`src/rtl/sram_ctrl_pkg.sv`:
```
package sram_ctrl_pkg;

    typedef enum logic [2:0] {
        ST_IDLE     = 3'd0,
        ST_RD_ACC   = 3'd1,
        ST_WR_TURN  = 3'd2,
        ST_WR_SETUP = 3'd3,
        ST_WR_PULSE = 3'd4,
        ST_WR_HOLD  = 3'd5
    } seq_state_e;

    typedef struct packed {
        logic cs_n;
        logic we_n;
        logic oe_n;
        logic dq_oe;
    } mem_ctl_t;

    localparam mem_ctl_t CTL_RELEASED = '{cs_n: 1'b1, we_n: 1'b1, oe_n: 1'b1, dq_oe: 1'b0};

    // Strobe levels owned by each sequencer state.
    function automatic mem_ctl_t ctl_for_state(input seq_state_e s);
        mem_ctl_t c;
        c = CTL_RELEASED;
        case (s)
            ST_RD_ACC: begin
                c.cs_n = 1'b0;
                c.oe_n = 1'b0;
            end
            ST_WR_SETUP, ST_WR_HOLD: begin
                c.cs_n  = 1'b0;
                c.dq_oe = 1'b1;
            end
            ST_WR_PULSE: begin
                c.cs_n  = 1'b0;
                c.we_n  = 1'b0;
                c.dq_oe = 1'b1;
            end
            default: c = CTL_RELEASED;
        endcase
        return c;
    endfunction

    function automatic int max2(input int a, input int b);
        return (a > b) ? a : b;
    endfunction

endpackage

```
`src/rtl/sram_ctrl_seq.sv`:
```
module sram_ctrl_seq
    import sram_ctrl_pkg::*;
#(
    parameter int WR_PULSE_CYC  = 2,
    parameter int RD_ACCESS_CYC = 3
) (
    input  logic     clk,
    input  logic     rst,
    input  logic     req_valid,
    input  logic     req_write,
    input  logic     turn_clear,
    output logic     req_ready,
    output logic     accept,
    output logic     rd_done,
    output mem_ctl_t ctl_next
);
    localparam int MAXC = max2(WR_PULSE_CYC, RD_ACCESS_CYC);
    localparam int CW   = (MAXC < 2) ? 1 : $clog2(MAXC);

    seq_state_e      state_q, state_d;
    logic [CW-1:0]   cnt_q, cnt_d;

    always_comb begin
        state_d = state_q;
        cnt_d   = cnt_q;
        accept  = 1'b0;
        rd_done = 1'b0;
        case (state_q)
            ST_IDLE: begin
                if (req_valid) begin
                    accept = 1'b1;
                    if (req_write) begin
                        state_d = turn_clear ? ST_WR_SETUP : ST_WR_TURN;
                    end else begin
                        state_d = ST_RD_ACC;
                        cnt_d   = CW'(RD_ACCESS_CYC - 1);
                    end
                end
            end
            ST_RD_ACC: begin
                if (cnt_q == '0) begin
                    rd_done = 1'b1;
                    state_d = ST_IDLE;
                end else begin
                    cnt_d = cnt_q - 1'b1;
                end
            end
            ST_WR_TURN: begin
                if (turn_clear) state_d = ST_WR_SETUP;
            end
            ST_WR_SETUP: begin
                state_d = ST_WR_PULSE;
                cnt_d   = CW'(WR_PULSE_CYC - 1);
            end
            ST_WR_PULSE: begin
                if (cnt_q == '0) state_d = ST_WR_HOLD;
                else             cnt_d   = cnt_q - 1'b1;
            end
            ST_WR_HOLD: state_d = ST_IDLE;
            default:    state_d = ST_IDLE;
        endcase
    end

    always_ff @(posedge clk) begin
        if (rst) begin
            state_q <= ST_IDLE;
            cnt_q   <= '0;
        end else begin
            state_q <= state_d;
            cnt_q   <= cnt_d;
        end
    end

    assign req_ready = (state_q == ST_IDLE);
    assign ctl_next  = ctl_for_state(state_d);

    // the bus driver phase is only entered once turnaround is clear
    a_r9_setup_needs_clear: assert property (@(posedge clk) disable iff (rst)
        (state_q == ST_WR_TURN && state_d == ST_WR_SETUP) |-> turn_clear);

    // a pulse phase is always preceded by the setup phase
    a_r5_pulse_after_setup: assert property (@(posedge clk) disable iff (rst)
        (state_q == ST_WR_PULSE && $past(state_q) != ST_WR_PULSE) |-> $past(state_q) == ST_WR_SETUP);

endmodule

```
`src/rtl/sram_ctrl_turn.sv`:
```
module sram_ctrl_turn #(
    parameter int TURN_CYC = 2
) (
    input  logic clk,
    input  logic rst,
    input  logic oe_release,
    output logic turn_clear
);
    localparam int TW = (TURN_CYC < 2) ? 1 : $clog2(TURN_CYC);

    logic [TW-1:0] left_q;

    always_ff @(posedge clk) begin
        if (rst) begin
            left_q <= '0;
        end else if (oe_release) begin
            left_q <= TW'(TURN_CYC - 1);
        end else if (left_q != '0) begin
            left_q <= left_q - 1'b1;
        end
    end

    assign turn_clear = (left_q == '0);

    // a fresh release always arms the wait for TURN_CYC above one
    a_r9_armed_after_release: assert property (@(posedge clk) disable iff (rst)
        (oe_release && TURN_CYC > 1) |=> !turn_clear);

endmodule

```
`src/rtl/sram_ctrl_pins.sv`:
```
module sram_ctrl_pins
    import sram_ctrl_pkg::*;
#(
    parameter int ADDR_W   = 19,
    parameter int DATA_W   = 8,
    parameter int TURN_CYC = 2
) (
    input  logic              clk,
    input  logic              rst,
    input  mem_ctl_t          ctl_next,
    input  logic              accept,
    input  logic              rd_done,
    input  logic [ADDR_W-1:0] req_addr,
    input  logic [DATA_W-1:0] req_wdata,
    input  logic [DATA_W-1:0] mem_dq_in,
    output logic [DATA_W-1:0] rd_data,
    output logic              rd_valid,
    output logic              mem_cs_n,
    output logic              mem_we_n,
    output logic              mem_oe_n,
    output logic [ADDR_W-1:0] mem_addr,
    output logic [DATA_W-1:0] mem_dq_out,
    output logic              mem_dq_oe
);
    localparam int QW = $clog2(TURN_CYC + 1);

    mem_ctl_t ctl_q;

    always_ff @(posedge clk) begin
        if (rst) begin
            ctl_q      <= CTL_RELEASED;
            mem_addr   <= '0;
            mem_dq_out <= '0;
            rd_data    <= '0;
            rd_valid   <= 1'b0;
        end else begin
            ctl_q    <= ctl_next;
            rd_valid <= rd_done;
            if (accept) begin
                mem_addr   <= req_addr;
                mem_dq_out <= req_wdata;
            end
            if (rd_done) rd_data <= mem_dq_in;
        end
    end

    assign mem_cs_n  = ctl_q.cs_n;
    assign mem_we_n  = ctl_q.we_n;
    assign mem_oe_n  = ctl_q.oe_n;
    assign mem_dq_oe = ctl_q.dq_oe;

    // Checker state: quiet cycles since output enable was last low.
    logic [QW-1:0] quiet_q;
    always_ff @(posedge clk) begin
        if (rst)                     quiet_q <= QW'(TURN_CYC);
        else if (!ctl_q.oe_n)        quiet_q <= '0;
        else if (quiet_q < QW'(TURN_CYC)) quiet_q <= quiet_q + 1'b1;
    end

    // output enable stays high during the write pulse
    a_r6_oe_high_in_write: assert property (@(posedge clk) disable iff (rst)
        !mem_we_n |-> mem_oe_n);

    // write enable only inside a selected cycle
    a_r5_we_needs_cs: assert property (@(posedge clk) disable iff (rst)
        !mem_we_n |-> !mem_cs_n);

    // bus driver only in a selected, non-read cycle
    a_r8_drive_no_contention: assert property (@(posedge clk) disable iff (rst)
        mem_dq_oe |-> (mem_oe_n && !mem_cs_n));

    // address and data frozen across the write pulse
    a_r7_stable_in_pulse: assert property (@(posedge clk) disable iff (rst)
        (!mem_we_n && !$past(mem_we_n)) |-> ($stable(mem_addr) && $stable(mem_dq_out)));

    // read strobe lasts one cycle
    a_r4_single_strobe: assert property (@(posedge clk) disable iff (rst)
        rd_valid |=> !rd_valid);

    // driver turns on only after enough quiet cycles
    a_r9_turnaround_gap: assert property (@(posedge clk) disable iff (rst)
        $rose(mem_dq_oe) |-> (quiet_q >= QW'(TURN_CYC)));

endmodule

```
`src/rtl/sram_async_ctrl.sv`:
```
module sram_async_ctrl
    import sram_ctrl_pkg::*;
#(
    parameter int ADDR_W        = 19,
    parameter int DATA_W        = 8,
    parameter int WR_PULSE_CYC  = 2,
    parameter int RD_ACCESS_CYC = 3,
    parameter int TURN_CYC      = 2
) (
    input  logic              clk,
    input  logic              rst,
    input  logic              req_valid,
    output logic              req_ready,
    input  logic              req_write,
    input  logic [ADDR_W-1:0] req_addr,
    input  logic [DATA_W-1:0] req_wdata,
    output logic [DATA_W-1:0] rd_data,
    output logic              rd_valid,
    output logic              mem_cs_n,
    output logic              mem_we_n,
    output logic              mem_oe_n,
    output logic [ADDR_W-1:0] mem_addr,
    output logic [DATA_W-1:0] mem_dq_out,
    input  logic [DATA_W-1:0] mem_dq_in,
    output logic              mem_dq_oe
);
    mem_ctl_t ctl_next;
    logic     accept;
    logic     rd_done;
    logic     turn_clear;

    sram_ctrl_seq #(
        .WR_PULSE_CYC (WR_PULSE_CYC),
        .RD_ACCESS_CYC(RD_ACCESS_CYC)
    ) u_seq (
        .clk       (clk),
        .rst       (rst),
        .req_valid (req_valid),
        .req_write (req_write),
        .turn_clear(turn_clear),
        .req_ready (req_ready),
        .accept    (accept),
        .rd_done   (rd_done),
        .ctl_next  (ctl_next)
    );

    sram_ctrl_turn #(
        .TURN_CYC(TURN_CYC)
    ) u_turn (
        .clk       (clk),
        .rst       (rst),
        .oe_release(rd_done),
        .turn_clear(turn_clear)
    );

    sram_ctrl_pins #(
        .ADDR_W  (ADDR_W),
        .DATA_W  (DATA_W),
        .TURN_CYC(TURN_CYC)
    ) u_pins (
        .clk       (clk),
        .rst       (rst),
        .ctl_next  (ctl_next),
        .accept    (accept),
        .rd_done   (rd_done),
        .req_addr  (req_addr),
        .req_wdata (req_wdata),
        .mem_dq_in (mem_dq_in),
        .rd_data   (rd_data),
        .rd_valid  (rd_valid),
        .mem_cs_n  (mem_cs_n),
        .mem_we_n  (mem_we_n),
        .mem_oe_n  (mem_oe_n),
        .mem_addr  (mem_addr),
        .mem_dq_out(mem_dq_out),
        .mem_dq_oe (mem_dq_oe)
    );

    // the memory is never selected while a new request may be taken
    a_r2_busy_while_selected: assert property (@(posedge clk) disable iff (rst)
        !mem_cs_n |-> !req_ready);

    // a taken request always makes the block busy next cycle
    a_r2_busy_after_accept: assert property (@(posedge clk) disable iff (rst)
        (req_valid && req_ready) |=> !req_ready);

endmodule

```
`config.mk`:
```
export PLATFORM = sky130hd
export DESIGN_NAME = sram_async_ctrl
export DESIGN_NICKNAME = d
export VERILOG_FILES = /design/src/rtl/sram_ctrl_pkg.sv /design/src/rtl/sram_ctrl_seq.sv /design/src/rtl/sram_ctrl_turn.sv /design/src/rtl/sram_ctrl_pins.sv /design/src/rtl/sram_async_ctrl.sv
export SDC_FILE = /design/constraint.sdc
export NUM_CORES = 1
export LEC_CHECK = 0
export BUFFER_PORTS_ARGS = -buffer_cell sky130_fd_sc_hd__buf_2
export CAP_MARGIN = 20
export CORE_MARGIN = 2
export CORE_UTILIZATION = 46
export CTS_BUF_LIST = sky130_fd_sc_hd__clkbuf_4 sky130_fd_sc_hd__clkbuf_8 sky130_fd_sc_hd__clkbuf_16
export CTS_CLUSTER_DIAMETER = 40
export CTS_CLUSTER_SIZE = 12
export DETAILED_ROUTE_END_ITERATION = 8
export MAX_ROUTING_LAYER = met4
export PLACE_DENSITY = 0.78
export SYNTH_ARGS = -nofsm -noshare
export SYNTH_HDL_FRONTEND = slang
export SYNTH_SLANG_ARGS = --single-unit
```
`constraint.sdc`:
```
create_clock -name clk -period 1.8 [get_ports clk]
set_input_delay 0.36 -clock clk [delete_from_list [all_inputs] [get_ports clk]]
set_output_delay 0.36 -clock clk [all_outputs]
set_load 0.01 [all_outputs]
```
Word-level counts from Yosys, hierarchy flattened
Index checks and enable logic that the tools add are counted. Widths: inputs -> output; s select.

Register bits after elaboration: 46. Input bits: 39. Logic and storage cells: 52.

Add/sub/neg operators: 2. Equality and inequality tests: 11. Mux-type cells: 21. Reduce and logical (&&, ||, !) cells: 7.

Operators by type and width (count): $mux 3 (5); $pmux 3 s5 (1); $mux 1 (11); $eq 3x2->1 const B (3); $eq 3x3->1 const B (3); $eq 3x1->1 const B (2); $mux 2 (3); $ne 2x2->1 const B (3); $pmux 2 s3 (1); $reduce_and 4->1 (1); $reduce_or 4->1 (1); $logic_not 3->1 (1); $reduce_bool 3->1 (1); $reduce_or 3->1 (1); $logic_not 2->1 (1); $reduce_or 2->1 (1); $sub 2x1->2 const B (1); $sub 1x1->1 const B (1).

Longest topological paths before layout
Gate-level depths: netlist of run 1.

Depth after elaboration: 7. Depth in mapped cells: 6. Gate-level depth less buffers: 5.

Modules after synthesis
A second synthesis of run 1 with hierarchy kept.

Cell total of the unflattened synthesis: 173. Area, all modules: 1821.7 µm².

Modules (own cells, without submodules): sram_ctrl_pins (instances 1, cells an instance 123, area each 1388.8 µm², sequential area each 800.8 µm²); sram_ctrl_seq (instances 1, cells an instance 47, area each 395.4 µm², sequential area each 100.1 µm²); sram_ctrl_turn (instances 1, cells an instance 3, area each 37.5 µm², sequential area each 20.0 µm²).

Worst setup path after synthesis of run 1
No wires, ideal clock.

Kind: reg-to-reg. From: register u_seq.cnt_q[0]. To: register u_seq.cnt_q[0]. Setup time: 0.074 ns. Arrival time: 1.432 ns. Data required time: 1.726 ns. Setup slack: 0.294 ns. Stages on the path, launching flop included: 6. Clock period less this slack: 1.506 ns. Cells stage by stage: dfxtp_1 -> inv_1 -> ha_1 -> or4b_1 -> a41o_1 -> a31oi_1.

Word-level cells in the longest chain between the ends: 3. Elaborated cells between the ends (all ways): 6. Those cells by class: add/sub (1); eq/ne (1); mux (2); reduce/logical (2).

RTL lines: from (decl) (RTL line sram_ctrl_seq.sv:21) `logic [CW-1:0] cnt_q, cnt_d;`; from (signal assigned) (RTL line sram_ctrl_seq.sv:70) `cnt_q <= cnt_d;`; $sub 2x1->2 / $logic_not 2->1 (equally long branches); $mux 2 / $ne 2x2->1 (equally long branches); $pmux 2 s3 / $reduce_and 4->1 (equally long branches).

Parallel ways exist; a longest one is shown, timed or not. The select of a mux whose other input is x is not followed. A chain may end at the register's enable or synchronous reset.

Final worst setup path of run 1
Same ends and word-level chain as after synthesis.

==> results of run 1 <==
## per-layer routing
metal	vias up	GRT usage, %	share of wire [%]
li1	866	-	-
met1	722	21.6	44
met2	60	28.0	47
met3	7	3.92	7.2
met4	0	7.65	1.6
met5	-	-	0
## sequential cells by signal, indices dropped and copies added, names as in the netlist
name               cells
u_pins.mem_addr       19
u_pins.mem_cs_n        1
u_pins.mem_dq_oe       1
u_pins.mem_dq_out      8
u_pins.mem_oe_n        1
u_pins.mem_we_n        1
u_pins.rd_data         8
u_pins.rd_valid        1
u_seq.cnt_q            2
u_seq.state_q          3
## logic make-up after synthesis
kind of cell | synth area share (%)
AOI/OAI and AO/OA | 17.2
adders and majority gates | 0.700
buffers and inverters | 6.37
DFF | 50.4
muxes | 0.560
and+or+nand+nor | 24.8
## metrics by stage
step | instance area (um^2) | total power [mW] | utilization [%] | hold slack [ns]
3_5_place_dp | 2220 | 1.70 | 60.3 | 0.428
3_3_place_gp | 2220 | 1.69 | 60.3 | 0.432
5_1_grt | 2310 | 2.41 | 62.6 | 0.292
6_report | 2310 | 2.27 | 62.6 | 0.300
2_1_floorplan | 1790 | 1.51 | - | 0.412
4_1_cts | 2310 | 2.30 | 62.6 | 0.290
## power by group through the flow
stage	Sequential (mW)	Clock [mW]	Combinational [mW]
6_report	1.13	0.596	0.538
4_1_cts	1.14	0.617	0.543
3_3_place_gp	1.16	0	0.529
3_5_place_dp	1.16	0	0.542
2_1_floorplan	1.20	0	0.312
5_1_grt	1.15	0.667	0.594
## how the worst max path moves through the flow
stage / from / to / slack, ns / cells after the start
finish: u_seq.cnt_q[0] / u_seq.cnt_q[0] / 0.17 / 5
global placement: u_seq.cnt_q[0] / u_seq.cnt_q[0] / 0.21 / 5
floorplan: u_seq.cnt_q[0] / u_seq.cnt_q[0] / 0.29 / 5
detailed placement: u_seq.cnt_q[0] / u_pins.rd_data[1] / 0.20 / 5
global route: u_seq.cnt_q[0] / u_pins.rd_data[0] / 0.11 / 5
CTS: u_seq.cnt_q[0] / u_pins.rd_data[1] / 0.18 / 5
## layout make-up
class / count / area [um^2] / share of cell area (%)
clock buffer: 6 / 76.3 / 3.30
clock inverter: 2 / 10.0 / 0.433
inverter: 5 / 18.8 / 0.813
multi-input combinational: 147 / 773 / 33.5
sequential: 45 / 901 / 39.0
tap: 48 / 60.1 / 2.60
timing repair buffer: 89 / 470 / 20.4
## placed cells by master, fill, tap and decap left out, types with 3 or more instances in the layout
master	netlist	final
buf_2	4	79
nor2_1	3	3
dfxtp_1	45	45
nand2_1	73	73
buf_4	1	10
or4b_1	3	3
clkbuf_8	0	5
a21oi_1	40	40
inv_1	5	5
nand2b_1	3	3
## worst max-delay path: stages (launching register included)
cell     delay, ns
dfxtp_1       0.34
inv_1         0.06
ha_1          0.26
or4b_1        0.54
a41o_1        0.25
a31oi_1       0.12
==> summary.md, run 1 <==
### Floorplanning
• 80 — total I/O pin count
• 66.3 um — width of the die
• 22 — number of placement rows
• 0.00369 mm^2 — Core ar.
• 0.00440 mm^2 — die area
• 66.3 um — vertical die dimension
• 48.5% — starting utilization of the core area

### Run
• 0 — count of max-cap constraint violations

### Clock network
• clkbuf_8 — CTS Root Buffer Type
• 0 — number of hold buffers added after cts
• 45 — Clock Sink Count
• 2 — clock buffer depth
• 5 — TritonCTS buffer count
• 0.29 ns — Skew-Pair Late Insertion Delay
• 2 — H-tree lvl count
• yes — TritonCTS clock tree
• 0 — post_cts resized
• 0 — Post CTS Setup Buffer Count
• 0.08 ns — clock slew at the register clock pins of the worst setup and hold paths

### STA
• 90.3% — share of the cycle needed by the critical path after routing
• 0.490 ns — slew at the pin closest to its max-slew limit
• 0 ns — Total Negative Setup Slacks
• no — unrepaired setup endpoints after global routing
• 615 MHz — Fmax achieved
• 0 — number of hold-slack violations in the final timing report
• 0 — fin. max-slew vios
• 0.175 ns — final worst slack
• 0 — setup violation total in the final timing report
• 67.1% — relative max-transition margin
• 0.00598 ns — Clock Skew
• 1.63 ns — time the worst path needs with I/O delays and setup

### Layout
• 34.0% — fraction of layout instances using a drive strength above 1
• 352 — final-layout fill cell count
• 333 — Post-layout nets
• 29.2% — layout-stage area growth over the synthesis result
• 342 — Cell Count, Final, Fillers Out
• 0 — number of diodes

### Synth
• 0.00179 mm^2 — Mapped Area
• 0 — Synthesis Warnings
• 0 — number of enable flip-flop cells after synthesis
• 45 — flip-flop and latch count after synthesis
• dfxtp_1 50%, nand2_1 15%, a21oi_1 11% — leading post-synthesis cells by cell area
• 33 — number of distinct library cells after synthesis
• 50.4% — fraction of post-synthesis cell area in the top cell type by area
• nand2_1 — most instantiated library cell after synthesis
• 50.4% — share of the yosys chip area belonging to registers
• 0% — share of async-settable or async-resettable flops after synthesis
• dfxtp_1 — top_reg_cell synth
• 212 — gate count of the mapped netlist
• dfxtp_1 — post-synthesis cell type with the largest combined area
• 8.43 um^2 — average footprint of a synthesized cell
• 252 — number of nets in the synthesized netlist
• 73 x nand2_1, 45 x dfxtp_1, 40 x a21oi_1 — top cells by count, synth

### Power and ir drop
• 26.3% — part of the power in the clock network
• 982 mW/mm^2 — Power Dens Cells
• 1.07 nW — leakage component of the power
• 50.0% — sequential share of power
• 1.61 mW — Cell Int Power
• 563 uV — worst vdd ir
• 29.2% — Switching Fraction
• 0.662 mW — net switching component of the power
• 23.7% — portion of total power attributed to combinational logic

### GRT
• 5780 um — wire length of the first global-routing pass
• 0 — global-route congestion overflow total
• 0 — number of antenna violations at the first check in global routing
• 17.7% — global routing usage summed across all routing layers
• 1,321 — vias in the first global route
• 29 — maximum number of pins on one net before global-route repair

### Worst setup path
• flip-flop — Critical Path Source Type
• u_seq.cnt_q[0] — worst flop-to-flop path endpoint
• 7 — highest net fanout along the worst path
• 5 — FF-to-FF path depth
• reg2reg — classification of the worst setup path
• 0.17 ns — reg-to-reg slack, setup
• flip-flop — Worst Setup End Kind
• u_seq.cnt_q[0] — startpoint of the worst-slack reg-to-reg timing path
• 1.84 ns — arrival time of data at the critical path endpoint
• 2.02 ns — worst endpoint required time

### Detailed routing
• 0 — DRT antenna net count
• 4 — number of detailed-routing iterations run before antenna repair
• 84 — initial drt markers
• 4.84 — via density per instance
• 1,655 — via count
• 11.5 um — WL/cell
• 3920 um — aggregate routed wire length
• 0 — drc violations

### Placed design
• 0.197 ns — pre-CTS setup slack
• 334 — placed instance count
• 0.764 — routability cong.
• 2800 um — HPWL after detailed placement
• 79 — count of port buffers added during placement

### Hold path
• in2reg — kind of path behind the tightest hold check
• 3 — depth of the worst hold-timing path
• req_addr[3] — HP Start
• u_pins.mem_addr[3] — endpoint with the worst hold slack

### Status
• completed — status

No activity file was read; power rests on OpenSTA's default activity.
==> inputs of run 2 (changes only) <==
Settings changed: BUFFER_PORTS_ARGS -buffer_cell sky130_fd_sc_hd__buf_2 to -buffer_cell sky130_fd_sc_hd__buf_4.
==> run 2 against run 1 <==
Against the previous run:
- critical path depth shrank 1
- global-route usage grew 2.1 points
- final cell count shrank 0.88%
- first-iteration DRC count shrank 1.2%
- total power grew 5.2%
- largest power group unchanged
- utilization grew 5.2 points
- worst hold slack gained 0.016 ns
- wire length grew 3.7%
- sequential cell count is the same
- non-clock buffer count shrank 3
- fmax shrank 4.5%
==> summary.md, run 2 (synthesis results as in run 1) <==
### Detailed routing
• 0 — DRT antenna net count
• 1,643 — via count
• 12.0 um — WL/cell
• 4.85 — via density per instance
• 0 — drc violations
• 4 — number of detailed-routing iterations run before antenna repair
• 83 — initial drt markers
• 4060 um — aggregate routed wire length

### GRT
• 1,546 — vias in the first global route
• 43 — maximum number of pins on one net before global-route repair
• 19.8% — global routing usage summed across all routing layers
• 0 — number of antenna violations at the first check in global routing
• 6650 um — wire length of the first global-routing pass
• 0 — global-route congestion overflow total

### Worst setup path
• flip-flop — Critical Path Source Type
• reg2out — classification of the worst setup path
• 1.44 ns — worst endpoint required time
• output port — Worst Setup End Kind
• 5 — FF-to-FF path depth
• dfxtp_1 — cell at the slowest stage of the critical path
• 2 — Crit path buffers/inverters
• u_seq.cnt_q[0] — worst flop-to-flop path endpoint
• 1.34 ns — arrival time of data at the critical path endpoint
• flip-flops — kind of cell adding the most delay to the critical path
• buf_4 -> or2_1 -> nor2_1 -> buf_4 — critical path, cell by cell
• buf_4 — most used cell along the critical path
• req_ready — critical path capture point
• 11 — highest net fanout along the worst path
• 0.16 ns — reg-to-reg slack, setup
• u_seq.cnt_q[0] — startpoint of the worst-slack reg-to-reg timing path
• u_seq.state_q[1] — launch point of the worst path
• 4 — critical path depth in cells
• 0.40 ns — Worst path max stage delay

### Status
• completed — status

### STA
• 0 ns — Total Negative Setup Slacks
• 68.3% — relative max-transition margin
• 0.472 ns — slew at the pin closest to its max-slew limit
• 94.6% — share of the cycle needed by the critical path after routing
• 0.316 ns — Worst Hold Slack
• 0.00585 ns — Clock Skew
• 0 — setup violation total in the final timing report
• 1.70 ns — time the worst path needs with I/O delays and setup
• 0 — number of hold-slack violations in the final timing report
• 588 MHz — Fmax achieved
• 0 — fin. max-slew vios
• no — unrepaired setup endpoints after global routing
• 0.0979 ns — final worst slack

### Floorplanning
• 0.00369 mm^2 — Core ar.
• 0.00440 mm^2 — die area
• 48.5% — starting utilization of the core area
• 66.3 um — vertical die dimension
• 80 — total I/O pin count
• 66.3 um — width of the die
• 22 — number of placement rows

### Power and ir drop
• 1.10 nW — leakage component of the power
• 954 mW/mm^2 — Power Dens Cells
• 561 uV — worst vdd ir

### Layout
• 86 x buf_4, 73 x nand2_1, 45 x dfxtp_1 — most used cells in the layout excluding fill and tap cells
• buf_4 — leading cell type in the layout, fill and taps excluded
• 39.8% — layout-stage area growth over the synthesis result
• 330 — Post-layout nets
• 19 — flip-flop count of the largest register after layout
• 0.00250 mm^2 — cell area after layout
• u_pins.mem_addr — top register by number of flip-flops
• 33.3% — fraction of layout instances using a drive strength above 1
• u_pins.mem_addr x19, u_pins.mem_dq_out x8, u_pins.rd_data x8 — largest registers in the final layout
• 0 — number of diodes
• 339 — Cell Count, Final, Fillers Out

### Clock network
• 0.28 ns — Skew-Pair Late Insertion Delay
• 0.08 ns — clock slew at the register clock pins of the worst setup and hold paths
• 5 — TritonCTS buffer count
• 2 — H-tree lvl count
• 45 — Clock Sink Count
• 0 — number of hold buffers added after cts
• yes — TritonCTS clock tree
• 0 — Post CTS Setup Buffer Count
• 0 — post_cts resized
• clkbuf_8 — CTS Root Buffer Type
• 2 — clock buffer depth

### Placed design
• 331 — placed instance count
• 0.189 ns — pre-CTS setup slack
• 0.779 — routability cong.
• 2940 um — HPWL after detailed placement
• 0.00240 mm^2 — cell area after placement
• 79 — count of port buffers added during placement

### Run
• 0 — count of max-cap constraint violations

### Hold path
• in2reg — kind of path behind the tightest hold check

run 2: cell types whose count changed in the layout (fill, tap and decap cells not counted), sizes merged:
cell    change
clkinv      -1
buf         -3
clkbuf      +1
run 2: per-layer routing:
layer / GRT usage (%) / vias up / wire length (um)
met3: 2.90 / 4 / 252
li1: - / 867 / -
met5: - / - / 0
met1: 24.4 / 720 / 1800
met4: 6.89 / 0 / 46
met2: 33.0 / 52 / 1960
run 2: cell type report:
type,instances,area (um^2)
repair buffers,86,646
flip-flops and latches,45,901
well taps,48,60.1
fillers,348,1190
inverters,5,18.8
clock inverters,1,5.00
clock buffers,7,96.3
multi-input cells,147,773
run 2: report_power, final:
| group | leakage (nW) | switching [mW] | internal (mW) |
|---|---|---|---|
| Clock | 0.0542 | 0.308 | 0.347 |
| Combinational | 0.682 | 0.297 | 0.290 |
| Sequential | 0.369 | 0.0546 | 1.09 |
| Total | 1.10 | 0.659 | 1.73 |
run 2: through the flow:
stage	power, mW	util, %
2_1_floorplan	1.51	-
3_3_place_gp	1.75	65.0
3_5_place_dp	1.76	65.0
4_1_cts	2.42	67.8
5_1_grt	2.53	67.8
6_report	2.39	67.8
run 2: how the worst min path moves through the flow:
stage                         from                   end  slack, ns  depth (start not counted)
floorplan           u_seq.cnt_q[0]        u_seq.cnt_q[0]       0.41                          1
global placement    u_seq.cnt_q[0]        u_seq.cnt_q[0]       0.42                          1
detailed placement  u_seq.cnt_q[0]        u_seq.cnt_q[0]       0.45                          1
CTS                   req_wdata[4]  u_pins.mem_dq_out[4]       0.30                          3
global route           req_addr[7]    u_pins.mem_addr[7]       0.31                          3
finish                req_wdata[4]  u_pins.mem_dq_out[4]       0.32                          3
run 2: worst min-delay path: stages:
cell	delay, ns
buf_4	0.11
nand2_1	0.04
a21oi_1	0.05
==> inputs of run 3 (changes only) <==
Settings changed: REMOVE_ABC_BUFFERS from default to 1.
==> run 3 against run 2 <==
Against the previous run:
- total power decreased by 1.2%
- worst setup slack better by 0.073 ns
- first-iteration DRC count rose by 14%
- register-to-register slack about the same
- highest routed layer unchanged
- count of clock-buffer cells in the layout decreased by 1
- critical endpoint is now u_pins.rd_data[2]
==> summary.md, run 3 (synthesis results as in run 1) <==
### Layout
• 0.00250 mm^2 — cell area after layout
• 87 x buf_4, 73 x nand2_1, 45 x dfxtp_1 — most used cells in the layout excluding fill and tap cells
• u_pins.mem_addr — top register by number of flip-flops
• 19 — flip-flop count of the largest register after layout
• 33.3% — fraction of layout instances using a drive strength above 1
• buf_4 — leading cell type in the layout, fill and taps excluded
• 67.7% — fraction of the core area covered by cells at the end of the flow
• u_pins.mem_addr x19, u_pins.mem_dq_out x8, u_pins.rd_data x8 — largest registers in the final layout
• 0 — number of diodes
• 331 — Post-layout nets
• 39.6% — layout-stage area growth over the synthesis result

### Power and ir drop
• 26.2% — part of the power in the clock network
• 25.5% — portion of total power attributed to combinational logic
• 28.4% — Switching Fraction
• 48.4% — sequential share of power
• 1.69 mW — Cell Int Power
• 0.668 mW — net switching component of the power
• 543 uV — worst vdd ir
• 1.10 nW — leakage component of the power
• 944 mW/mm^2 — Power Dens Cells

### GRT
• 1,571 — vias in the first global route
• 6600 um — wire length of the first global-routing pass
• 0 — number of antenna violations at the first check in global routing
• 19.8% — global routing usage summed across all routing layers
• 0 — global-route congestion overflow total
• 43 — maximum number of pins on one net before global-route repair

### Detailed routing
• 1,672 — via count
• 95 — initial drt markers
• 0 — drc violations
• 4 — number of detailed-routing iterations run before antenna repair
• 0 — DRT antenna net count
• 4070 um — aggregate routed wire length
• 4.93 — via density per instance
• 12.0 um — WL/cell

### Worst setup path
• 9 — highest net fanout along the worst path
• or4bb_1 — cell at the slowest stage of the critical path
• inv_1 -> ha_1 -> or4bb_1 -> nand2_1 -> a21oi_1 — critical path, cell by cell
• flip-flop — Worst Setup End Kind
• 1.79 ns — arrival time of data at the critical path endpoint
• 1.96 ns — worst endpoint required time
• flip-flop — Critical Path Source Type
• u_seq.cnt_q[0] — startpoint of the worst-slack reg-to-reg timing path
• u_seq.cnt_q[0] — launch point of the worst path
• 0.67 ns — Worst path max stage delay
• reg2reg — classification of the worst setup path

### STA
• 0.433 ns — slew at the pin closest to its max-slew limit
• 71.1% — relative max-transition margin
• 0 — setup violation total in the final timing report
• 0 ns — Total Negative Setup Slacks
• 0.317 ns — Worst Hold Slack
• 614 MHz — Fmax achieved
• no — unrepaired setup endpoints after global routing
• 90.5% — share of the cycle needed by the critical path after routing
• 1.63 ns — time the worst path needs with I/O delays and setup
• 0 — fin. max-slew vios
• 0.171 ns — final worst slack
• 0.00571 ns — Clock Skew
• 0 — number of hold-slack violations in the final timing report

### Clock network
• 2 — clock buffer depth
• 0.08 ns — clock slew at the register clock pins of the worst setup and hold paths
• yes — TritonCTS clock tree
• 5 — TritonCTS buffer count
• 2 — H-tree lvl count
• 0 — Post CTS Setup Buffer Count
• 0 — post_cts resized
• 0 — number of hold buffers added after cts
• clkbuf_8 — CTS Root Buffer Type
• 45 — Clock Sink Count
• 0.28 ns — Skew-Pair Late Insertion Delay

### Floorplanning
• 66.3 um — width of the die
• 80 — total I/O pin count
• 0.00440 mm^2 — die area
• 0.00369 mm^2 — Core ar.
• 22 — number of placement rows
• 48.5% — starting utilization of the core area
• 66.3 um — vertical die dimension

### Status
• completed — status

### Placed design
• 0.811 — routability cong.
• 0.174 ns — pre-CTS setup slack
• 0.00241 mm^2 — cell area after placement
• 79 — count of port buffers added during placement
• 2890 um — HPWL after detailed placement

### Run
• 0 — count of max-cap constraint violations

### Hold path
• in2reg — kind of path behind the tightest hold check
• req_wdata[1] — HP Start

## run 3: routing by layer
layer  vias up  global-route usage (%)  share of wire, %
met5         -                       -                 0
met1       753                    22.1                43
met3         4                    4.60               4.8
met2        50                    34.8                50
li1        865                       -                 -
met4         0                    6.38               1.4
## run 3: worst paths after layout
path	end	slack, ns	cells after the start
hold / removal	u_pins.mem_dq_out[1]	0.32	3
setup / recovery	u_pins.rd_data[2]	0.17	5
hold reg to reg	u_seq.cnt_q[0]	0.45	1
setup reg to reg	u_pins.rd_data[2]	0.17	5
## run 3: area by class of cell
| cell class | count | area (um^2) |
|---|---|---|
| fill | 325 | 1190 |
| tap | 48 | 60.1 |
| clock buffer | 6 | 82.6 |
| timing repair buffer | 87 | 653 |
| multi-input combinational | 147 | 773 |
| inverter | 5 | 18.8 |
| sequential | 45 | 901 |
| clock inverter | 1 | 7.51 |
## run 3: metrics by stage
stage	power, mW	cells
5_1_grt	2.50	339
3_3_place_gp	1.76	332
6_report	2.36	339
2_1_floorplan	1.46	197
3_5_place_dp	1.77	332
4_1_cts	2.38	339
## run 3: critical path: cells and delay by family, from the launching register on
kind / cells / cell delay, ns
AO/OA/AOI/OAI: 1 / 0.07
AND/OR/NAND/NOR: 2 / 0.81
buffers and inverters: 1 / 0.07
flip-flops: 1 / 0.32
adder cells (fa/ha/maj): 1 / 0.23
## run 3: power by group through the flow
| stage | logic [mW] | registers [mW] | clock network, mW |
|---|---|---|---|
| 2_1_floorplan | 0.252 | 1.21 | 0 |
| 3_3_place_gp | 0.598 | 1.16 | 0 |
| 3_5_place_dp | 0.607 | 1.16 | 0 |
| 4_1_cts | 0.608 | 1.14 | 0.630 |
| 5_1_grt | 0.671 | 1.15 | 0.677 |
| 6_report | 0.600 | 1.14 | 0.616 |
